File: src/rtl/sg_pkg.sv
package sg_pkg;

    typedef enum logic [1:0] {
        MODE_INC   = 2'd0,
        MODE_DEC   = 2'd1,
        MODE_FIX   = 2'd2,
        MODE_FIX_B = 2'd3
    } addr_mode_e;

    typedef enum logic {
        ST_IDLE = 1'b0,
        ST_RUN  = 1'b1
    } side_state_e;

    // width code -> log2 of bytes per transfer; unknown codes use the widest
    function automatic logic [1:0] width_shift(input logic [2:0] code);
        case (code)
            3'd0:    return 2'd0;
            3'd1:    return 2'd1;
            default: return 2'd2;
        endcase
    endfunction

endpackage

File: src/rtl/sg_step_calc.sv
module sg_step_calc
    import sg_pkg::*;
#(
    parameter int AW = 32,
    parameter int JW = 16
) (
    input  logic [2:0]    width_i,
    input  logic [JW-1:0] jump_i,
    output logic [AW-1:0] step_o,
    output logic [AW-1:0] jump_bytes_o
);

    logic [1:0] shift;

    always_comb begin
        shift        = width_shift(width_i);
        step_o       = AW'(1) << shift;
        jump_bytes_o = AW'(jump_i) << shift;
    end

endmodule

File: src/rtl/sg_side.sv
module sg_side
    import sg_pkg::*;
#(
    parameter int AW = 32,
    parameter int CW = 16,
    parameter int JW = 16
) (
    input  logic          clk_i,
    input  logic          rst_ni,
    input  logic          start_i,
    input  logic [AW-1:0] start_addr_i,
    input  logic [1:0]    mode_i,
    input  logic [2:0]    width_i,
    input  logic [CW-1:0] count_i,
    input  logic [JW-1:0] jump_i,
    input  logic          jump_en_i,
    input  logic          xfer_i,
    output logic [AW-1:0] addr_o,
    output logic          bnd_o
);

    side_state_e   state_q, state_d;
    addr_mode_e    mode_q;
    logic [2:0]    width_q;
    logic [CW-1:0] lim_q;
    logic [JW-1:0] jump_q;
    logic          en_q;
    logic [CW-1:0] cnt_q;
    logic [AW-1:0] addr_q;
    logic          bnd_q;

    logic [AW-1:0] step, jump_bytes, delta, addr_next;
    logic          jump_live, hit;

    sg_step_calc #(.AW(AW), .JW(JW)) u_step (
        .width_i      (width_q),
        .jump_i       (jump_q),
        .step_o       (step),
        .jump_bytes_o (jump_bytes)
    );

    // fixed mode forces the boundary jump off whatever the enable says
    assign jump_live = en_q && (mode_q == MODE_INC || mode_q == MODE_DEC) && (lim_q != '0);
    assign hit       = jump_live && (cnt_q == lim_q - CW'(1));
    assign delta     = step + (hit ? jump_bytes : '0);

    always_comb begin
        unique case (mode_q)
            MODE_INC: addr_next = addr_q + delta;
            MODE_DEC: addr_next = addr_q - delta;
            default:  addr_next = addr_q;
        endcase
    end

    always_comb begin
        state_d = state_q;
        unique case (state_q)
            ST_IDLE: if (start_i) state_d = ST_RUN;
            ST_RUN:  state_d = ST_RUN;
        endcase
    end

    always_ff @(posedge clk_i) begin
        if (!rst_ni) state_q <= ST_IDLE;
        else         state_q <= state_d;
    end

    always_ff @(posedge clk_i) begin
        if (!rst_ni) begin
            mode_q  <= MODE_INC;
            width_q <= '0;
            lim_q   <= '0;
            jump_q  <= '0;
            en_q    <= 1'b0;
            cnt_q   <= '0;
            addr_q  <= '0;
            bnd_q   <= 1'b0;
        end else begin
            bnd_q <= 1'b0;
            if (start_i) begin
                mode_q  <= addr_mode_e'(mode_i);
                width_q <= width_i;
                lim_q   <= count_i;
                jump_q  <= jump_i;
                en_q    <= jump_en_i;
                cnt_q   <= '0;
                addr_q  <= start_addr_i;
            end else begin
                unique case (state_q)
                    ST_IDLE: ;
                    ST_RUN: begin
                        if (xfer_i) begin
                            addr_q <= addr_next;
                            bnd_q  <= hit;
                            if (hit)            cnt_q <= '0;
                            else if (jump_live) cnt_q <= cnt_q + CW'(1);
                        end
                    end
                endcase
            end
        end
    end

    assign addr_o = addr_q;
    assign bnd_o  = bnd_q;

    a_r2_start_load: assert property (@(posedge clk_i) disable iff (!rst_ni)
        start_i |=> addr_q == $past(start_addr_i));

    a_r5_fixed_hold: assert property (@(posedge clk_i) disable iff (!rst_ni)
        (state_q == ST_RUN && (mode_q == MODE_FIX || mode_q == MODE_FIX_B) && !start_i)
        |=> ($stable(addr_q) && !bnd_q));

    a_r6_cnt_bound: assert property (@(posedge clk_i) disable iff (!rst_ni)
        jump_live |-> cnt_q < lim_q);

    a_r7_no_flag_when_off: assert property (@(posedge clk_i) disable iff (!rst_ni)
        (!jump_live && !start_i) |=> !bnd_q);

    a_r8_flag_cause: assert property (@(posedge clk_i) disable iff (!rst_ni)
        $rose(bnd_q) |-> $past(xfer_i && !start_i && state_q == ST_RUN));

    a_r10_idle_hold: assert property (@(posedge clk_i) disable iff (!rst_ni)
        (state_q == ST_IDLE && !start_i) |=> ($stable(addr_q) && !bnd_q));

endmodule

File: src/rtl/sg_addr_gen.sv
module sg_addr_gen #(
    parameter int AW = 32,
    parameter int CW = 16,
    parameter int JW = 16
) (
    input  logic          clk_i,
    input  logic          rst_ni,
    input  logic          start_i,
    input  logic [AW-1:0] src_start_addr_i,
    input  logic [1:0]    src_mode_i,
    input  logic [2:0]    src_width_i,
    input  logic [CW-1:0] src_count_i,
    input  logic [JW-1:0] src_jump_i,
    input  logic          src_jump_en_i,
    input  logic [AW-1:0] dst_start_addr_i,
    input  logic [1:0]    dst_mode_i,
    input  logic [2:0]    dst_width_i,
    input  logic [CW-1:0] dst_count_i,
    input  logic [JW-1:0] dst_jump_i,
    input  logic          dst_jump_en_i,
    input  logic          src_xfer_i,
    input  logic          dst_xfer_i,
    output logic [AW-1:0] src_addr_o,
    output logic [AW-1:0] dst_addr_o,
    output logic          src_bnd_o,
    output logic          dst_bnd_o
);

    localparam int NSIDE = 2; // index 0 source (gather), 1 destination (scatter)

    logic [NSIDE-1:0][AW-1:0] s_start, s_addr;
    logic [NSIDE-1:0][1:0]    s_mode;
    logic [NSIDE-1:0][2:0]    s_width;
    logic [NSIDE-1:0][CW-1:0] s_count;
    logic [NSIDE-1:0][JW-1:0] s_jump;
    logic [NSIDE-1:0]         s_en, s_xfer, s_bnd;

    assign s_start = {dst_start_addr_i, src_start_addr_i};
    assign s_mode  = {dst_mode_i, src_mode_i};
    assign s_width = {dst_width_i, src_width_i};
    assign s_count = {dst_count_i, src_count_i};
    assign s_jump  = {dst_jump_i, src_jump_i};
    assign s_en    = {dst_jump_en_i, src_jump_en_i};
    assign s_xfer  = {dst_xfer_i, src_xfer_i};

    for (genvar g = 0; g < NSIDE; g++) begin : g_side
        sg_side #(.AW(AW), .CW(CW), .JW(JW)) u_side (
            .clk_i        (clk_i),
            .rst_ni       (rst_ni),
            .start_i      (start_i),
            .start_addr_i (s_start[g]),
            .mode_i       (s_mode[g]),
            .width_i      (s_width[g]),
            .count_i      (s_count[g]),
            .jump_i       (s_jump[g]),
            .jump_en_i    (s_en[g]),
            .xfer_i       (s_xfer[g]),
            .addr_o       (s_addr[g]),
            .bnd_o        (s_bnd[g])
        );
    end

    assign src_addr_o = s_addr[0];
    assign dst_addr_o = s_addr[1];
    assign src_bnd_o  = s_bnd[0];
    assign dst_bnd_o  = s_bnd[1];

    // a strobe on one side never moves the other side's address
    a_r9_src_isolated: assert property (@(posedge clk_i) disable iff (!rst_ni)
        (!start_i && !src_xfer_i) |=> $stable(src_addr_o));
    a_r9_dst_isolated: assert property (@(posedge clk_i) disable iff (!rst_ni)
        (!start_i && !dst_xfer_i) |=> $stable(dst_addr_o));

endmodule

File: config.mk
export PLATFORM = sky130hd
export DESIGN_NAME = sg_addr_gen
export DESIGN_NICKNAME = d
export VERILOG_FILES = /design/src/rtl/sg_pkg.sv /design/src/rtl/sg_step_calc.sv /design/src/rtl/sg_side.sv /design/src/rtl/sg_addr_gen.sv
export SDC_FILE = /design/constraint.sdc
export NUM_CORES = 1
export LEC_CHECK = 0
export ABC_CLOCK_PERIOD_IN_PS = 12300
export BUFFER_PORTS_ARGS = -buffer_cell sky130_fd_sc_hd__buf_4
export CORE_ASPECT_RATIO = 0.6
export CORE_MARGIN = 2
export CORE_UTILIZATION = 40
export CTS_BUF_LIST = sky130_fd_sc_hd__clkbuf_4 sky130_fd_sc_hd__clkbuf_8
export DETAILED_ROUTE_END_ITERATION = 16
export PLACE_DENSITY = 0.64
export SLEW_MARGIN = 20
export SYNTH_ARGS = -nofsm -noshare
export SYNTH_HDL_FRONTEND = slang
export SYNTH_SLANG_ARGS = --single-unit
File: constraint.sdc
create_clock -name clk_i -period 12.3 [get_ports clk_i]
set_input_delay 0.615 -clock clk_i [delete_from_list [all_inputs] [get_ports clk_i]]
set_output_delay 0.615 -clock clk_i [all_outputs]
set_load 0.1 [all_outputs]
# == After elaboration in Yosys (flattened, before gate mapping) ==
# Index checks and enable logic that the tools add are counted.
# classes
n_bitwise,5
eq_ne,6
reduce_logical,29
add_sub_neg,10
muxes,19
shifts,4
# op_table
op,count
$mux W32,8
$add A32 B32 Y32,4
$pmux W32 S2,2
$mux W16,4
$shl A1 B2 Y32 const A,2
$shl A16 B2 Y32,2
$sub A32 B32 Y32,2
$add A16 B1 Y16 const B,2
$eq A16 B16 Y1,2
$reduce_bool A16 Y1,2
$sub A16 B1 Y16 const B,2
$reduce_and A3 Y1,4
$reduce_bool A2 Y1,6
$pmux W2 S2,2
$reduce_or A4 Y1,2
$eq A3 B1 Y1 const B,2
$logic_and A1 B1 Y1,6
$logic_not A3 Y1,2
$reduce_bool A3 Y1,2
$not A1 Y1,5
$eq A2 B1 Y1 const B,2
$logic_not A2 Y1,2
$pmux W1 S2,2
$logic_or A1 B1 Y1,2
other kinds (2),2
# word_totals
in_bits,145
regBits,176
elab_cells,91

# == Logic depth before layout (Yosys ltp) ==
# Gate-level depths: netlist of the first run.
# logic_depth
depth_word,12
mapped_depth,37
ltp_nobuf,35

# == Modules after synthesis ==
# Synthesis of the first run repeated with hierarchy kept, for this count alone.
# unflattened
cells_unflattened,2434
hier_area_um2,18642.9
# modules_own_cells
mod,seq_area_each_um2,area_each_um2,n_inst,cells_each
sg_side (g_side[1].u_side),1761.7,8607.0,1,1104
sg_side (g_side[0].u_side),1761.7,8584.5,1,1124
sg_step_calc,0.0,725.7,2,103

# == Worst setup path after synthesis of the first run ==
# No wires, ideal clock.
# synth_path
kind,flip-flop to flip-flop
start,register g_side[0].u_side.lim_q[0]
end,register g_side[0].u_side.addr_q[31]
arrival_ns,7.804
path_slack_ns,4.408
synth_period_minus_slack_ns,7.892
path_stages_with_launch,36
path_buffers,2
path_cell_list,dfxtp_1 -> inv_1 -> ha_1 -> xnor2_1 -> a2111o_1 -> a221oi_2 -> nand4b_1 -> nand4b_4 -> or4_4 -> buf_6 -> clkbuf_1 -> nor3_1 -> ha_1 -> a211o_1 -> a21oi_1 -> nor4_4 -> nand3_1 -> and4bb_1 -> o211ai_2 -> or3_1 -> or3b_1 -> o21a_1 -> mux2i_1 -> a21oi_1 -> ha_1 -> a21oi_1 -> o21ai_0 -> nand3_1 -> nand4_1 -> o31ai_1 -> o21ai_0 -> a221oi_1 -> nand2_1 -> a21oi_1 -> nor4_2 -> a311oi_2
# synth_via
elab_chain_cells,10
word_cells_on_any_way,13
# synth_lines
item,line,text
start: declaration,sg_side.sv:25,logic [CW-1:0] lim_q;
start signal: assignment,sg_side.sv:83,lim_q <= count_i;
$sub A16 B1 Y16 or $reduce_bool A16 Y1 (tied branches),"sg_side.sv:44, sg_side.sv:43",
$eq A16 B16 Y1 or $logic_and A1 B1 Y1 (tied branches),"sg_side.sv:44, sg_side.sv:43",
$logic_and A1 B1 Y1 *,sg_side.sv:44,assign hit = jump_live && (cnt_q == lim_q - CW'(1));
$mux W32 *,sg_side.sv:45,assign delta = step + (hit ? jump_bytes : '0);
$add A32 B32 Y32 *,sg_side.sv:45,
$sub A32 B32 Y32 or $add A32 B32 Y32 (tied branches),"sg_side.sv:50, sg_side.sv:49",
$pmux W32 S2 *,sg_side.sv:48,unique case (mode_q)
$mux W32 *,sg_side.sv:92,if (xfer_i) begin
$mux W32 *,sg_side.sv:89,unique case (state_q)
$mux W32 *,sg_side.sv:80,if (start_i) begin
end signal: assignment,sg_side.sv:87,addr_q <= start_addr_i;
end signal: assignment,sg_side.sv:93,addr_q <= addr_next;
end: declaration,sg_side.sv:29,logic [AW-1:0] addr_q;
# Every way passes the cells marked *; elsewhere a longest branch is shown, timed or not. The select of a mux whose other input is x is not followed.
# A chain may end at the register's enable or synchronous reset.

# == Worst setup path in the final report of the first run ==
# Same ends and word-level chain as after synthesis.

==> results of run 1 <==
through the flow:
step                instances  total power, W  cell area (sq um)  hold slack (ps)
global route             2553        0.001945              17260            265.1
finish                   2553        0.001840              17260            299.9
global placement         2520        0.001365              16820            434.2
floorplan                1890        0.001188              14920            427.5
detailed placement       2520        0.001376              16820            442.9
CTS                      2552        0.001848              17260            266.3
logic make-up (layout without fill, tap and decap cells):
logic type,after synthesis,after routing,share of synthesized area
AOI/OAI and AO/OA,531,531,0.2307
xor gates and xnor gates,155,155,0.09099
adders and majority gates,83,83,0.07145
buffers and inverters,139,297,0.03832
DFF,176,176,0.2361
muxes,123,123,0.08486
other,1,3,0.0002513
and+or+nand+nor,681,681,0.2473
cell usage in the layout (no fill, tap or decap), types with 9 or more instances in the layout:
cell      instances
a211o_1          10
a211oi_1         29
a21o_1           26
a21oi_1         168
a31oi_1          16
and2_1           17
and3_1           18
buf_4           220
clkbuf_8         18
dfxtp_1         176
ha_1             78
inv_1            41
mux2_2           12
mux2i_1         106
nand2_1         150
nand2b_1         24
nand3_1          43
nand3b_1          9
nand4_1          18
nor2_1          161
nor2b_1         104
nor3_1           39
nor4_1           15
o211a_1          28
o211ai_1         30
o21a_1           24
o21ai_0         100
o21ai_1          13
o21bai_1         11
or2_2            10
or3_1            14
xnor2_1          99
xor2_1           56
worst paths after layout:
check,endpoint,cells after the start,slack (ps)
hold / removal,g_side[1].u_side.addr_o[17]$_SDFFE_PN0P_,2,300
hold reg to reg,g_side[1].u_side.state_q$_SDFF_PN0_,1,460
setup / recovery,g_side[0].u_side.addr_o[31]$_SDFFE_PN0P_,35,3290
setup reg to reg,g_side[0].u_side.addr_o[31]$_SDFFE_PN0P_,35,3290
final cells by class:
cell class / count / share of cell area
Multi-Input combinational cell: 1575 / 0.6276
Inverter: 44 / 0.009567
Tap cell: 504 / 0.03653
Clock buffer: 18 / 0.01435
Sequential cell: 176 / 0.2041
Antenna cell: 1 / 0.0001449
Clock inverter: 14 / 0.01138
Timing Repair Buffer: 221 / 0.09632
power by group through the flow:
stage	registers [W]	clock network [W]	logic, W
2_1_floorplan	0.000759	0	0.000429
3_3_place_gp	0.000659	0	0.000706
3_5_place_dp	0.000661	0	0.000715
4_1_cts	0.000648	0.000482	0.000718
5_1_grt	0.000653	0.000505	0.000787
6_report	0.000649	0.000468	0.000724
registers in the layout (all words and copies together) (netlist names):
signal,count
g_side.u_side.en_q,2
g_side.u_side.mode_q,4
g_side.u_side.lim_q,32
g_side.u_side.bnd_o,2
g_side.u_side.width_q,6
g_side.u_side.state_q,2
g_side.u_side.jump_q,32
g_side.u_side.cnt_q,32
g_side.u_side.addr_o,64
routing by layer:
| metal | vias up | part of all wire | wire [um] | GRT usage |
|---|---|---|---|---|
| met5 | - | 0 | 0 | 0 |
| met1 | 6829 | 0.53 | 25180 | 0.3851 |
| met3 | 41 | 0.072 | 3416 | 0.04435 |
| li1 | 7166 | - | - | - |
| met4 | 0 | 0.016 | 755 | 0.05917 |
| met2 | 458 | 0.38 | 18360 | 0.3169 |
==> metrics.txt, run 1 <==
drt first pass iters 5; Yosys top cell area share 0.2361; sequential power share 0.352; post-route setup TNS 0 ps; FP Rows 54; drt total wl 47720 um; first-pass GRT wire length 73710 um; pin count of the biggest net entering global routing 94; fin crit share 0.7328; num ports 211; status finished, final reports clean; Worst Max-Slew Pin Slew 1050 ps; footprint of the multi-input gates 10840 sq um; synth top area cells dfxtp_1 (24%), mux2i_1 (7.1%), ha_1 (6.5%), xnor2_1 (5.8%), a21oi_1 (5.6%); P_int 0.001068 W; Place WS 3465 ps; Worst Slack Setup Final 3287 ps; Worst setup SP type flop; GRT overflow 0; Critical Path Max Stage Delay 750 ps; ys flop type dfxtp_1; core area 36550 sq um; area of the die 38910 sq um; Post-DRT Antenna Nets 0; initial drt markers 1256; Worst EP required 12730 ps; Crit Path Max Fanout 18; Leak 7.356 nW; max_slew headroom 0.2984; maximum VDD drop 0.06671 mV; synth warn 0; Worst Skew 19.56 ps; Layout Utilization 0.4723; Critical R2R Launch g_side[0].u_side.lim_q[0]$_SDFFE_PN0P_; unrepaired setup endpoints after global routing no; post-CTS sizing 0; TritonCTS clock tree yes; area added between synthesis and finish 15.71%; setup violators final 0; layout cells sized above 1 0.1558; CP endpoint kind flop; Yosys reg bits 176; vias in the first global route 12900; Clock Power Share 0.254; die height 153.6 um; combinational fraction of design power 0.393; min Tclk post-route 9013 ps; Storage cell area 3523 sq um; Final Hold Vio Count 0; Skew-Pair Late Insertion Delay 530 ps; slowest CP cell or4_4; Nets 2262; TritonCTS Buffers 17; Mean Syn Cell Area 7.899 sq um; Critical Path Start g_side[0].u_side.lim_q[0]$_SDFFE_PN0P_; fillcell total 3604; CP Data Arrival Time 9450 ps; number of synthesized flops with an enable pin 0; CP top delay family simple AND/OR/NAND/NOR gates; Buffers & Inverters on Critical Path 2; vias 14490; GRT Total Usage 0.2398; library cells used by synthesis 102; setup bufs post-CTS 0; Worst Setup Path Type flop to flop; Initial Util 0.4082; Worst-path clk slew 120 ps; Pwr per Cell Area 106.6 nW/um^2; Post-route DRC 0; NetSw 0.0007723 W; top cells by count, synth dfxtp_1 (176), a21oi_1 (168), nor2_1 (161); hold path start dst_start_addr_i[17]; clock root cell clkbuf_8; I/O Buffers 210; CTS H-tree lvls 4; max_cap viols 0; DP HPWL 37180 um; Sw Share 0.4197; wire per inst 18.69 um; Max Buffers Root-to-Sink 2; Slew Viols, Final 0; die span in x 253.3 um; gp weighted congestion 0.9688; most frequent cell after synthesis dfxtp_1; Hold Buf Count CTS 0; Synth Instances 1889; Post-Syn Area 14920 sq um; max frequency 110.9 MHz; Async SR Flop Fraction 0; CTS Sinks 176; Hold WC Path Type input port to flop; leading area contributor after synthesis dfxtp_1; initial antenna violation count 2; post-DR vias/cell 5.677; post-synthesis sequential area ratio 0.2361
(Power assumes the default switching activity.)
==> run 2: changes to the inputs <==
ABC_CLOCK_PERIOD_IN_PS = 7800   (was 12300)
PLACE_DENSITY = 0.66   (was 0.64)
clock period = 7.8 ns   (was 12.3 ns; I/O delays follow)
==> run 2 against run 1 <==
  * Utilization grew 2.8 points
  * Sequential power increased by 57%
  * Clock power rose by 38%
  * Register-to-register slack worse by 3100 ps
  * Global-route usage fell by 0.088 points
  * Critical path depth unchanged
  * Clock skew is 5.2 ps lower
  * Final cell count grew 3.0%
  * Worst hold slack got worse by 210 ps
  * Sequential cell count did not move
  * Via count grew 1.8%
  * First-iteration DRC count grew 3.9%
  * Largest cell class unchanged
  * Largest power group unchanged
==> metrics.txt, run 2 (synthesized netlist as in run 1, its figures left out) <==
Nets 2339; Worst Max-Slew Pin Slew 1075 ps; min Tclk post-route 7615 ps; layout cells sized above 1 0.2259; reg2reg path depth 35; slowest CP cell or4_4; Worst Setup Path Type flop to flop; gp weighted congestion 0.9693; die span in x 253.3 um; Worst EP required 8180 ps; diode count 0; CTS Sinks 176; hold_ws 90.43 ps; post-route cell area 18290 sq um; Skew-Pair Late Insertion Delay 510 ps; GRT Total Usage 0.2390; post-DR vias/cell 5.614; max frequency 131.3 MHz; hold path start dst_start_addr_i[16]; GRT overflow 0; Worst-path clk slew 110 ps; core area 36550 sq um; Initial Util 0.4082; pin count of the biggest net entering global routing 88; Worst setup SP type flop; maximum VDD drop 0.1108 mV; TritonCTS Buffers 17; vias 14760; FP Rows 54; clock root cell clkbuf_8; most frequent cells in the layout buf_4 (294), dfxtp_1 (169), nor2_1 (159); Place WS -48.52 ps; num ports 211; TritonCTS clock tree yes; Worst Skew 14.41 ps; Leak 7.845 nW; Crit Path Max Fanout 4; area added between synthesis and finish 22.60%; Pwr per Cell Area 158.4 nW/um^2; unrepaired setup endpoints after global routing yes; die height 153.6 um; max FFs per register 64; DP HPWL 37010 um; Critical R2R Launch g_side[0].u_side.lim_q[1]$_SDFFE_PN0P_; fin crit share 0.9762; Worst Slack Setup Final 185.4 ps; Critical Path Max Stage Delay 490 ps; Hold Path Stages 2; worst hold endpoint g_side[1].u_side.addr_o[16]$_SDFFE_PN0P_; Hold WC Path Type input port to flop; max_cap viols 0; wire per inst 18.47 um; drt total wl 48560 um; CP Data Arrival Time 7990 ps; post-route setup TNS 0 ps; placed cell area 17220 sq um; max_slew headroom 0.2819; status finished, final reports clean; Reg-to-Reg End g_side[0].u_side.addr_o[31]$_SDFFE_PN0P_; post-route insts no fill 2629; Slew Viols, Final 0; Final Hold Vio Count 0; Max Buffers Root-to-Sink 2; drt first pass iters 5; I/O Buffers 210; area of the die 38910 sq um; setup violators final 0; vias in the first global route 13110; Post-DRT Antenna Nets 0; Cells after DPL 2571; CTS H-tree lvls 4; most common cell after layout, fill and taps aside buf_4; initial antenna violation count 0; first-pass GRT wire length 74010 um; Post-route DRC 0; r2r setup slk 190 ps; initial drt markers 1305; CP endpoint kind flop
[run 2: worst max path at each step]
stage | to | start | slack, ps
2_1_floorplan | g_side[0].u_side.addr_o[31]$_SDFFE_PN0P_ | g_side[0].u_side.lim_q[0]$_SDFFE_PN0P_ | 40
3_3_place_gp | g_side[0].u_side.addr_o[30]$_SDFFE_PN0P_ | g_side[0].u_side.lim_q[0]$_SDFFE_PN0P_ | 250
3_5_place_dp | g_side[0].u_side.addr_o[31]$_SDFFE_PN0P_ | g_side[0].u_side.lim_q[0]$_SDFFE_PN0P_ | -50
4_1_cts | g_side[0].u_side.addr_o[31]$_SDFFE_PN0P_ | g_side[0].u_side.lim_q[0]$_SDFFE_PN0P_ | 10
5_1_grt | g_side[0].u_side.addr_o[31]$_SDFFE_PN0P_ | g_side[0].u_side.lim_q[1]$_SDFFE_PN0P_ | -210
6_report | g_side[0].u_side.addr_o[31]$_SDFFE_PN0P_ | g_side[0].u_side.lim_q[1]$_SDFFE_PN0P_ | 190
[run 2: critical path: cells and delay by family (launching register included)]
kind | cells | cell delay, ps
XOR/XNOR | 2 | 330
AO/OA/AOI/OAI | 11 | 2140
AND/OR/NAND/NOR | 13 | 2950
multiplexers | 1 | 130
buffers and inverters | 4 | 440
adder cells (fa/ha/maj) | 4 | 1130
flip-flops | 1 | 360
[run 2: report_power, final]
group          leakage [nW]  total [W]  switching (W)  internal, W
combinational          6.19    0.00123       0.000754     0.000477
clock                 0.198   0.000646       0.000409     0.000237
sequential             1.45    0.00102      0.0000721     0.000949
total                  7.85    0.00290        0.00124      0.00166
[run 2: per-stage QoR]
step	utilization	power, W
after floorplan	-	0.001875
after global placement	0.4710	0.002174
after detailed placement	0.4710	0.002194
after CTS	0.4812	0.002847
after global routing	0.5004	0.003068
final	0.5004	0.002898
[run 2: repair_timing]
action                     in CTS  in global routing
hold buffers                    0                  0
setup endpoints to repair       1                 27
resized for setup               1                107
pin swaps                       0                 64
buffers inserted                0                 26
[run 2: cell type report]
type | instances | area [sq um]
Inverter | 44 | 165.2
Fill cell | 3503 | 18260
Sequential cell | 176 | 3532
Clock buffer | 17 | 234.0
Tap cell | 504 | 630.6
Multi-Input combinational cell | 1575 | 11340
Timing Repair Buffer | 298 | 2252
Clock inverter | 15 | 140.1
[run 2: per-layer routing]
layer,up-vias,track usage,share of wire
li1,7307,-,-
met1,6913,0.3865,0.53
met2,495,0.3134,0.39
met3,43,0.04520,0.068
met4,0,0.05495,0.017
met5,-,0,0
